--- src/rtl/stk_pkg.sv ---
package stk_pkg;

    typedef enum logic [1:0] {
        OP_IDLE = 2'd0,
        OP_LOAD = 2'd1,
        OP_PUSH = 2'd2,
        OP_POP  = 2'd3
    } stk_op_e;

    typedef enum logic {
        PH_IDLE    = 1'b0,
        PH_POPWAIT = 1'b1
    } stk_phase_e;

endpackage

--- src/rtl/stk_req_arb.sv ---
module stk_req_arb
    import stk_pkg::*;
(
    input  logic    push_req,
    input  logic    pop_req,
    input  logic    sp_load,
    input  logic    busy,
    output stk_op_e op
);

    // Load beats push, push beats pop; while busy only a load passes.
    always_comb begin
        op = OP_IDLE;
        if (sp_load) begin
            op = OP_LOAD;
        end else if (!busy) begin
            if (push_req) begin
                op = OP_PUSH;
            end else if (pop_req) begin
                op = OP_POP;
            end
        end
    end

endmodule

--- src/rtl/stk_mem_if.sv ---
module stk_mem_if
    import stk_pkg::*;
#(
    parameter int AW         = 32,
    parameter int DW         = 32,
    parameter int WORD_BYTES = 4
) (
    input  stk_op_e          op,
    input  logic [AW-1:0]    sp_cur,
    input  logic [DW-1:0]    push_data,
    output logic             mem_wr_en,
    output logic             mem_rd_en,
    output logic [AW-1:0]    mem_addr,
    output logic [DW-1:0]    mem_wr_data
);

    localparam logic [AW-1:0] STEP = AW'(WORD_BYTES);

    always_comb begin
        mem_wr_en   = 1'b0;
        mem_rd_en   = 1'b0;
        mem_addr    = sp_cur;
        mem_wr_data = push_data;
        unique case (op)
            OP_PUSH: begin
                mem_wr_en = 1'b1;
                mem_addr  = sp_cur - STEP;
            end
            OP_POP: begin
                mem_rd_en = 1'b1;
                mem_addr  = sp_cur;
            end
            default: begin
                mem_wr_en = 1'b0;
                mem_rd_en = 1'b0;
            end
        endcase
    end

endmodule

--- src/rtl/stk_ptr_core.sv ---
module stk_ptr_core
    import stk_pkg::*;
#(
    parameter int              AW         = 32,
    parameter int              WORD_BYTES = 4,
    parameter logic [AW-1:0]   SP_RESET   = '0
) (
    input  logic          clk,
    input  logic          rst_n,
    input  stk_op_e       op,
    input  logic [AW-1:0] load_val,
    output logic [AW-1:0] sp_q,
    output logic          busy,
    output logic          pop_valid
);

    localparam int              ALIGN_BITS = $clog2(WORD_BYTES);
    localparam logic [AW-1:0]   STEP       = AW'(WORD_BYTES);
    localparam logic [AW-1:0]   ADDR_MASK  = {{(AW-ALIGN_BITS){1'b1}}, {ALIGN_BITS{1'b0}}};
    localparam logic [AW-1:0]   SP_RST_AL  = SP_RESET & ADDR_MASK;

    typedef struct packed {
        logic [AW-1:0] sp;
        stk_phase_e    ph;
        logic          vld;
    } core_st_t;

    core_st_t st_d, st_q;

    always_comb begin
        st_d     = st_q;
        st_d.vld = 1'b0;
        if (st_q.ph == PH_POPWAIT) begin
            st_d.ph = PH_IDLE;
            if (op == OP_LOAD) begin
                st_d.sp = load_val & ADDR_MASK;
            end else begin
                st_d.sp = st_q.sp + STEP;
            end
        end else begin
            unique case (op)
                OP_LOAD: st_d.sp = load_val & ADDR_MASK;
                OP_PUSH: st_d.sp = st_q.sp - STEP;
                OP_POP: begin
                    st_d.ph  = PH_POPWAIT;
                    st_d.vld = 1'b1;
                end
                default: st_d.sp = st_q.sp;
            endcase
        end
    end

    always_ff @(posedge clk) begin
        if (!rst_n) begin
            st_q.sp  <= SP_RST_AL;
            st_q.ph  <= PH_IDLE;
            st_q.vld <= 1'b0;
        end else begin
            st_q <= st_d;
        end
    end

    assign sp_q      = st_q.sp;
    assign busy      = (st_q.ph == PH_POPWAIT);
    assign pop_valid = st_q.vld;

    AST_PUSH_DEC: assert property (@(posedge clk) disable iff (!rst_n)
        (!busy && op == OP_PUSH) |=> sp_q == $past(sp_q) - STEP);
    AST_POP_INC: assert property (@(posedge clk) disable iff (!rst_n)
        (busy && op != OP_LOAD) |=> sp_q == $past(sp_q) + STEP);
    AST_BUSY_PULSE: assert property (@(posedge clk) disable iff (!rst_n)
        busy |=> !busy);
    AST_LOAD_TAKES: assert property (@(posedge clk) disable iff (!rst_n)
        (op == OP_LOAD) |=> sp_q == ($past(load_val) & ADDR_MASK));
    AST_SP_ALIGNED: assert property (@(posedge clk) disable iff (!rst_n)
        sp_q[ALIGN_BITS-1:0] == '0);

endmodule

--- src/rtl/stack_ptr_unit.sv ---
module stack_ptr_unit
    import stk_pkg::*;
#(
    parameter int              AW         = 32,
    parameter int              DW         = 32,
    parameter int              WORD_BYTES = 4,
    parameter logic [AW-1:0]   SP_RESET   = 32'h0001_0000
) (
    input  logic          clk,
    input  logic          rst_n,
    input  logic          push_req,
    input  logic [DW-1:0] push_data,
    input  logic          pop_req,
    input  logic          sp_load,
    input  logic [AW-1:0] sp_load_val,
    output logic          busy,
    output logic [AW-1:0] sp,
    output logic          mem_wr_en,
    output logic          mem_rd_en,
    output logic [AW-1:0] mem_addr,
    output logic [DW-1:0] mem_wr_data,
    input  logic [DW-1:0] mem_rd_data,
    output logic          pop_valid,
    output logic [DW-1:0] pop_data
);

    stk_op_e op;

    stk_req_arb u_arb (
        .push_req (push_req),
        .pop_req  (pop_req),
        .sp_load  (sp_load),
        .busy     (busy),
        .op       (op)
    );

    stk_ptr_core #(
        .AW         (AW),
        .WORD_BYTES (WORD_BYTES),
        .SP_RESET   (SP_RESET)
    ) u_core (
        .clk       (clk),
        .rst_n     (rst_n),
        .op        (op),
        .load_val  (sp_load_val),
        .sp_q      (sp),
        .busy      (busy),
        .pop_valid (pop_valid)
    );

    stk_mem_if #(
        .AW         (AW),
        .DW         (DW),
        .WORD_BYTES (WORD_BYTES)
    ) u_mem (
        .op          (op),
        .sp_cur      (sp),
        .push_data   (push_data),
        .mem_wr_en   (mem_wr_en),
        .mem_rd_en   (mem_rd_en),
        .mem_addr    (mem_addr),
        .mem_wr_data (mem_wr_data)
    );

    // Read data arrives exactly in the pop's data cycle.
    assign pop_data = mem_rd_data;

    AST_BUSY_QUIET: assert property (@(posedge clk) disable iff (!rst_n)
        busy |-> (!mem_wr_en && !mem_rd_en));
    AST_READ_RETURNS: assert property (@(posedge clk) disable iff (!rst_n)
        mem_rd_en |=> pop_valid);
    AST_PUSH_WINS: assert property (@(posedge clk) disable iff (!rst_n)
        (push_req && pop_req && !busy && !sp_load) |-> (mem_wr_en && !mem_rd_en));
    AST_LOAD_NO_ACCESS: assert property (@(posedge clk) disable iff (!rst_n)
        sp_load |-> (!mem_wr_en && !mem_rd_en));

endmodule

--- config.mk ---
export PLATFORM = sky130hd
export DESIGN_NAME = stack_ptr_unit
export DESIGN_NICKNAME = d
export VERILOG_FILES = /design/src/rtl/stk_pkg.sv /design/src/rtl/stk_req_arb.sv /design/src/rtl/stk_mem_if.sv /design/src/rtl/stk_ptr_core.sv /design/src/rtl/stack_ptr_unit.sv
export SDC_FILE = /design/constraint.sdc
export NUM_CORES = 1
export LEC_CHECK = 0
export BUFFER_PORTS_ARGS = -buffer_cell sky130_fd_sc_hd__buf_2
export CAP_MARGIN = 20
export CORE_MARGIN = 2
export CORE_UTILIZATION = 41
export CTS_BUF_LIST = sky130_fd_sc_hd__clkbuf_8
export DETAILED_ROUTE_END_ITERATION = 8
export GPL_TIMING_DRIVEN = 1
export PLACE_DENSITY = 0.77
export SYNTH_ARGS = -nofsm -noshare
export SYNTH_HDL_FRONTEND = slang
export SYNTH_SLANG_ARGS = --single-unit
--- constraint.sdc ---
create_clock -name clk -period 4.4 [get_ports clk]
set_clock_uncertainty 0.1 [all_clocks]
set_input_delay 0.44 -clock clk [delete_from_list [all_inputs] [get_ports clk]]
set_output_delay 0.44 -clock clk [all_outputs]
set_load 0.01 [all_outputs]
==> impl_metrics.tcl, run 1 <==
set metrics [dict create \
    synth_xor_xnor_area_share_pct 13.0 \
    synthFlopType "dfxtp_1" \
    clk_pin_slew_ns 0.07 \
    worstSetupPathType "reg2out" \
    status "complete, no violations" \
    yosys_register_bits 31 \
    yosys.area_share.adder_pct 1.55 \
    core_area_mm2 0.00968 \
    async_flop_share_pct 0 \
    routedWlPerCell_um 17.3 \
    synth_cell_types 65 \
    drt_wl_total_um 12000 \
    num_vias 4033 \
    grt.overflow.total 0 \
    grt_max_degree 43 \
    synth_compound_area_share_pct 19.9 \
    yosysTopAreaCell "dfxtp_1" \
    dr.first_iter.drc_count 421 \
    htree_levels 2 \
    cts.sinks 31 \
    syn_avg_cell_area_um2 7.14 \
    hpwl_um 8720 \
    dieArea_mm2 0.0107 \
    multi_input_area_mm2 0.00256 \
    cts-buffers-inserted 5 \
    worstSetupEndpointType "output pin" \
    startpoint "u_core.sp_q[2]$_SDFFE_PN0P_" \
    finalPower_mw 1.22 \
    dieWidth_um 103 \
    postCtsSetupBuffers 0 \
    clk_path_buf_depth 2 \
    fill_cells 1036 \
    layout_min_cycle_time_ns 3.70 \
    io-pin-count 233 \
    ys_top_cells_by_area "dfxtp_1, buf_4, xnor2_1, xor2_1, nor2_1" \
    max_freq_mhz 270 \
    rsz0062_at_grt "no" \
    row_count 36 \
    powerDensity_mw_per_mm2 301 \
    syn_area_mm2 0.00404 \
    rr_startpoint "u_core.pop_valid$_SDFF_PP0_" \
    period_share_pct 84.1 \
    grt_antenna_before_repair 0 \
    yosys-mux-area-fraction_pct 2.73 \
    synthCells 565 \
    leakagePower_nw 1.69 \
    cts_hold_buf 0 \
    ctsResizeCount 0 \
    diodes 0 \
    tightest_slew_ns 1.01 \
    fp.dieH_um 103 \
    setup_violations 0 \
    root_buffer "clkbuf_8" \
    area_delta_synth_final_pct 0.155 \
    drc 0 \
    synth-edff-count 0 \
    hold_start "sp_load_val[15]" \
    portBuffers 98 \
    drive_above_1_share_pct 22.7 \
    grtUsageTotal_pct 22.2 \
    cts_tree "built" \
    synth_top_area_share_pct 15.4 \
    worstPathMaxFanout 10 \
    drv_cap 0 \
    worstPathArrival_ns 3.16 \
    num-nets-final 665 \
    seq_area_um2 621 \
    cp.required_ns 3.86 \
    dr.pass1.iters 5 \
    tns_ns 0 \
    grt_pass1_wl_um 18900 \
    clk_latency_ns 0.30 \
    gp_congestion 0.979 \
    final_antenna_net_count 0 \
    ys_warn_count 0 \
    start_util_pct 41.7 \
    hold_class "in2reg" \
    irDropWorstVdd_uv 140 \
    synth_top_family_by_area "simple AND/OR/NAND/NOR gates" \
    synth_simple_gate_area_share_pct 25.9 \
    start_kind "register" \
    slew_headroom_pct 32.1 \
    synth_seq_area_share_pct 15.4 \
    maxSlewViolCount 0 \
    via_per_inst 5.82 \
    grt_pass1_vias 3854 \
    hold_violations 0 \
]
## through the flow
| stage | hold WS (ns) | cell area [µm²] | std cells | worst slack, ns | util, % |
|---|---|---|---|---|---|
| floorplan | 0.498 | 4050 | 568 | 1.08 | - |
| global placement | 0.531 | 3940 | 685 | 1.12 | 40.7 |
| detailed placement | 0.541 | 3940 | 685 | 1.03 | 40.7 |
| CTS | 0.334 | 4040 | 693 | 0.708 | 41.7 |
| global route | 0.336 | 4040 | 693 | 0.485 | 41.7 |
| finish | 0.336 | 4040 | 693 | 0.698 | 41.7 |
## where the power goes
group / internal (mW) / switching (mW) / total (mW)
Clock: 0.141 / 0.121 / 0.262
Sequential: 0.318 / 0.113 / 0.430
Combinational: 0.228 / 0.296 / 0.524
## worst max-delay path: stages (launching register included)
cell     delay [ns]
dfxtp_1        0.42
inv_1          0.10
ha_1           0.25
or4b_1         0.55
or2_2          0.41
or4_1          0.63
nor2_1         0.19
xor2_1         0.16
buf_2          0.15
## Yosys cell counts (3+ instances only)
| cell type | count |
|---|---|
| nand2_1 | 47 |
| dfxtp_1 | 31 |
| buf_4 | 75 |
| nor3_1 | 18 |
| o2bb2ai_1 | 3 |
| or3_1 | 6 |
| or4_4 | 3 |
| and4_1 | 4 |
| xnor2_1 | 37 |
| a221oi_1 | 4 |
| o21ai_0 | 25 |
| nand4_1 | 10 |
| buf_1 | 5 |
| buf_6 | 3 |
| nor2_1 | 48 |
| nor4_1 | 9 |
| ha_1 | 5 |
| o22ai_1 | 15 |
| o311a_1 | 3 |
| clkbuf_1 | 27 |
| o21a_1 | 7 |
| o211ai_1 | 4 |
| o221ai_1 | 8 |
| nand3_1 | 18 |
| nor3b_1 | 5 |
| and3_1 | 7 |
| nand2b_1 | 4 |
| xor2_1 | 23 |
| buf_2 | 4 |
| inv_1 | 17 |
| a211oi_1 | 4 |
| clkbuf_8 | 4 |
| a22oi_1 | 3 |
| or2_2 | 5 |
| mux2i_1 | 11 |
| a21oi_1 | 28 |
## routing by layer
layer  GRT usage (%)  routed length, µm  vias to the layer above
met2            37.6               5770                      229
met4            7.49                206                        0
met3            6.38               1180                       35
met1            27.1               4840                     1871
li1                -                  -                     1898
met5               0                  0                        -
## cell families after synthesis
family	after synthesis
and+or+nand+nor	199
buffers and inverters	137
AOI/OAI and AO/OA	121
xor gates and xnor gates	60
DFF	31
muxes	11
adders and majority gates	5
other	1
## area by class of cell
type / count / area share [%]
Clock buffer: 7 / 2.38
Clock inverter: 1 / 0.0929
Inverter: 18 / 1.67
Multi-Input combinational cell: 400 / 63.3
Sequential cell: 31 / 15.4
Tap cell: 133 / 4.12
Timing Repair Buffer: 103 / 13.1
## registers in the layout (all words and copies together), names as in the netlist
register          cells
u_core.sp_q          30
u_core.pop_valid      1
## worst paths after layout
check | end | slack (ns) | cells after the start
max | mem_addr[30] | 0.70 | 8
min | u_core.sp_q[15]$_SDFFE_PN0P_ | 0.34 | 2
max reg2reg | u_core.sp_q[26]$_SDFFE_PN0P_ | 1.33 | 7
min reg2reg | u_core.sp_q[9]$_SDFFE_PN0P_ | 0.55 | 2
## cells in the final DEF (no fill, tap or decap), types with 4 or more instances in the layout
cell      Yosys  layout
and3_1        7       7
nor3b_1       5       5
xnor2_1      37      37
o21a_1        7       7
nor3_1       18      18
or2_2         5       5
dfxtp_1      31      31
clkbuf_8      4       7
conb_1        1       4
buf_4        75       5
o221ai_1      8       8
o21ai_0      25      25
a21oi_1      28      28
xor2_1       23      23
nand2_1      47      47
o211ai_1      4       4
nand4_1      10      10
and4_1        4       4
nor4_1        9       9
mux2i_1      11      11
o22ai_1      15      15
a221oi_1      4       4
nand3_1      18      18
a211oi_1      4       4
ha_1          5       5
inv_1        17      18
or3_1         6       6
buf_2         4      98
nand2b_1      4       4
nor2_1       48      48
Note: power is estimated with default switching activity, not from simulation.
==> inputs of run 2 (changes only) <==
- ABC_AREA: unset -> 1
- PLACE_DENSITY: 0.77 -> 0.78
- clock period: 4.4 -> 3.2 ns (I/O delays scaled with it)
==> run 2 against run 1 <==
- design area is 13% higher
- largest power group unchanged
- flip-flop and latch count stayed put
- sequential share of layout area is 1.8 points lower
- area after synthesis is 11% higher
- critical path depth stayed put
- global-route usage is 2.4 points higher
- via count is 30% higher
- clock power is 31% higher
- core utilization is 0.85 points higher
- highest routed layer unchanged
- register-to-register slack worse by 0.63 ns
==> impl_metrics.tcl, run 2 <==
set metrics [dict create \
    drv_cap 0 \
    hold_start "sp_load_val[27]" \
    largest_reg_flops 30 \
    yosys_register_bits 31 \
    swShare_pct 50.2 \
    slew_headroom_pct 59.1 \
    worstPathArrival_ns 2.28 \
    syn_avg_cell_area_um2 5.34 \
    p_int_uw 890 \
    leakagePower_nw 2.19 \
    clk_path_buf_depth 2 \
    cts-buffers-inserted 5 \
    fin_area_mm2 0.00458 \
    hold_class "in2reg" \
    use_met1_pct 33.0 \
    portBuffers 98 \
    ys_warn_count 0 \
    grt-busiest-layer "met2" \
    period_share_pct 84.3 \
    final_antenna_net_count 0 \
    dieArea_mm2 0.0117 \
    tightest_slew_ns 0.614 \
    rr_worst_depth 9 \
    seqPwrFrac_pct 32.2 \
    drt_wl_total_um 14000 \
    grt_max_degree 50 \
    diodes 0 \
    power.switching_uw 896 \
    ys_top_cells_by_area "nand2_1, dfxtp_1, buf_4, nor2_1, o21ai_0" \
    dr.first_iter.drc_count 436 \
    cts_tree "built" \
    setup_violations 0 \
    synthCells 836 \
    drive_above_1_share_pct 17.6 \
    start_util_pct 41.6 \
    grtUsageTotal_pct 24.6 \
    fp.dieH_um 108 \
    maxSlewViolCount 0 \
    worstSetupEndpointType "output pin" \
    grt_pass1_vias 4830 \
    row_count 38 \
    async_flop_share_pct 0 \
    rr_startpoint "u_core.pop_valid$_SDFF_PP0_" \
    num_vias 5257 \
    synth_seq_area_share_pct 13.9 \
    synth_top_cells_by_count "nand2_1, nor2_1, o21ai_0" \
    use_met2_pct 40.8 \
    worstPathMaxFanout 34 \
    ctsResizeCount 0 \
    syn_area_mm2 0.00447 \
    timing.rr.end "u_core.sp_q[13]$_SDFFE_PN0P_" \
    reg2reg_slack_ns 0.70 \
    cts_hold_buf 0 \
    yosysTopAreaCell "nand2_1" \
    io-pin-count 233 \
    worstHoldPathCells 3 \
    via_per_inst 5.36 \
    max_stage_delay_ns 0.36 \
    rsz0062_at_grt "no" \
    cp.required_ns 2.78 \
    drc 0 \
    pwr-share-clk_pct 19.2 \
    htree_levels 2 \
    core_area_mm2 0.0107 \
    start_kind "register" \
    grt_antenna_before_repair 0 \
    synth_top_area_share_pct 18.4 \
    clk_pin_slew_ns 0.09 \
    dieWidth_um 108 \
    post_dp_cell_area_mm2 0.00449 \
    synth_cell_types 33 \
    pwr-share-comb_pct 48.6 \
    grt.overflow.total 0 \
    cts.sinks 31 \
    irDropWorstVdd_uv 220 \
    final_common_cell "nand2_1" \
    hpwl_um 10500 \
    grt_pass1_wl_um 23300 \
    status "complete, no violations" \
    max_freq_mhz 371 \
    dr.pass1.iters 5 \
    synthFlopType "dfxtp_1" \
    met3_usage_pct 3.80 \
    num-nets-final 945 \
    routedWlPerCell_um 14.3 \
    synth_most_common_cell "nand2_1" \
    clk_latency_ns 0.30 \
    layout_common_cells "nand2_1, nor2_1, buf_2" \
    root_buffer "clkbuf_8" \
    hold_violations 0 \
    tns_ns 0 \
    gp_congestion 0.976 \
    holdPathEnd "u_core.sp_q[27]$_SDFFE_PN0P_" \
    worstSetupPathType "reg2out" \
    slowest_stage "dfxtp_1" \
    postCtsSetupBuffers 0 \
    area_delta_synth_final_pct 2.46 \
    powerDensity_mw_per_mm2 390 \
    synth-edff-count 0 \
    layout_min_cycle_time_ns 2.70 \
    crit_path_cell_trace "buf_4 -> inv_1 -> a31oi_1 -> ha_2 -> buf_4 -> o21ai_0 -> o21ai_0 -> buf_2" \
]
-- run 2: area by class of cell --
type	instances	area (µm²)
clock buffer	5	68.8
clock inverter	3	20.0
fill	1217	6170
inverter	70	263
multi-input combinational	623	2860
sequential	31	621
tap	140	175
timing repair buffer	108	566
-- run 2: metrics by stage --
stage                     utilization (%)  hold slack [ns]  cells  setup slack (ns)  total power, mW
final                                42.6            0.266    980             0.501             1.79
after floorplan                         -            0.427    839             0.783             1.24
after global routing                 42.6            0.285    980             0.361             1.93
after CTS                            42.6            0.254    980             0.521             1.78
after global placement               41.8            0.327    972             0.796             1.42
after detailed placement             41.8            0.337    972             0.739             1.44
-- run 2: critical path: cells and delay by family (launching register included) --
kind,cells,cell delay [ns]
fa+ha+maj,1,0.23
flops,1,0.36
buf+inv,4,0.80
compound gates,3,0.59
-- run 2: logic make-up after synthesis --
group / count (synthesis) / synth area share (%)
AO/OA/AOI/OAI: 171 / 19.9
XOR/XNOR: 5 / 0.980
adder cells (fa/ha/maj): 5 / 1.40
buffers and inverters: 185 / 22.3
flip-flops: 31 / 13.9
other: 1 / 0.0840
AND/OR/NAND/NOR: 438 / 41.5
-- run 2: worst max-delay path by stage --
stage,startpoint,to,slack [ns],cells past startpoint
after CTS,u_core.pop_valid$_SDFF_PP0_,mem_addr[4],0.52,8
after global routing,u_core.pop_valid$_SDFF_PP0_,mem_addr[4],0.36,8
after detailed placement,u_core.pop_valid$_SDFF_PP0_,u_core.sp_q[13]$_SDFFE_PN0P_,0.74,9
after global placement,u_core.pop_valid$_SDFF_PP0_,u_core.sp_q[13]$_SDFFE_PN0P_,0.80,9
final,u_core.pop_valid$_SDFF_PP0_,mem_addr[4],0.50,8
after floorplan,u_core.pop_valid$_SDFF_PP0_,mem_addr[11],0.78,8
-- run 2: power by group through the flow --
stage	logic (mW)	clock network (mW)	registers, mW
5_1_grt	0.984	0.362	0.586
4_1_cts	0.863	0.346	0.570
3_3_place_gp	0.848	0	0.577
2_1_floorplan	0.716	0	0.525
3_5_place_dp	0.858	0	0.579
6_report	0.868	0.343	0.575
-- run 2: per-layer routing --
layer / vias to the layer above / share of wire, %
met5: - / 0
met4: 0 / 1.5
met3: 24 / 9.7
met2: 270 / 45
met1: 2338 / 43
li1: 2625 / -
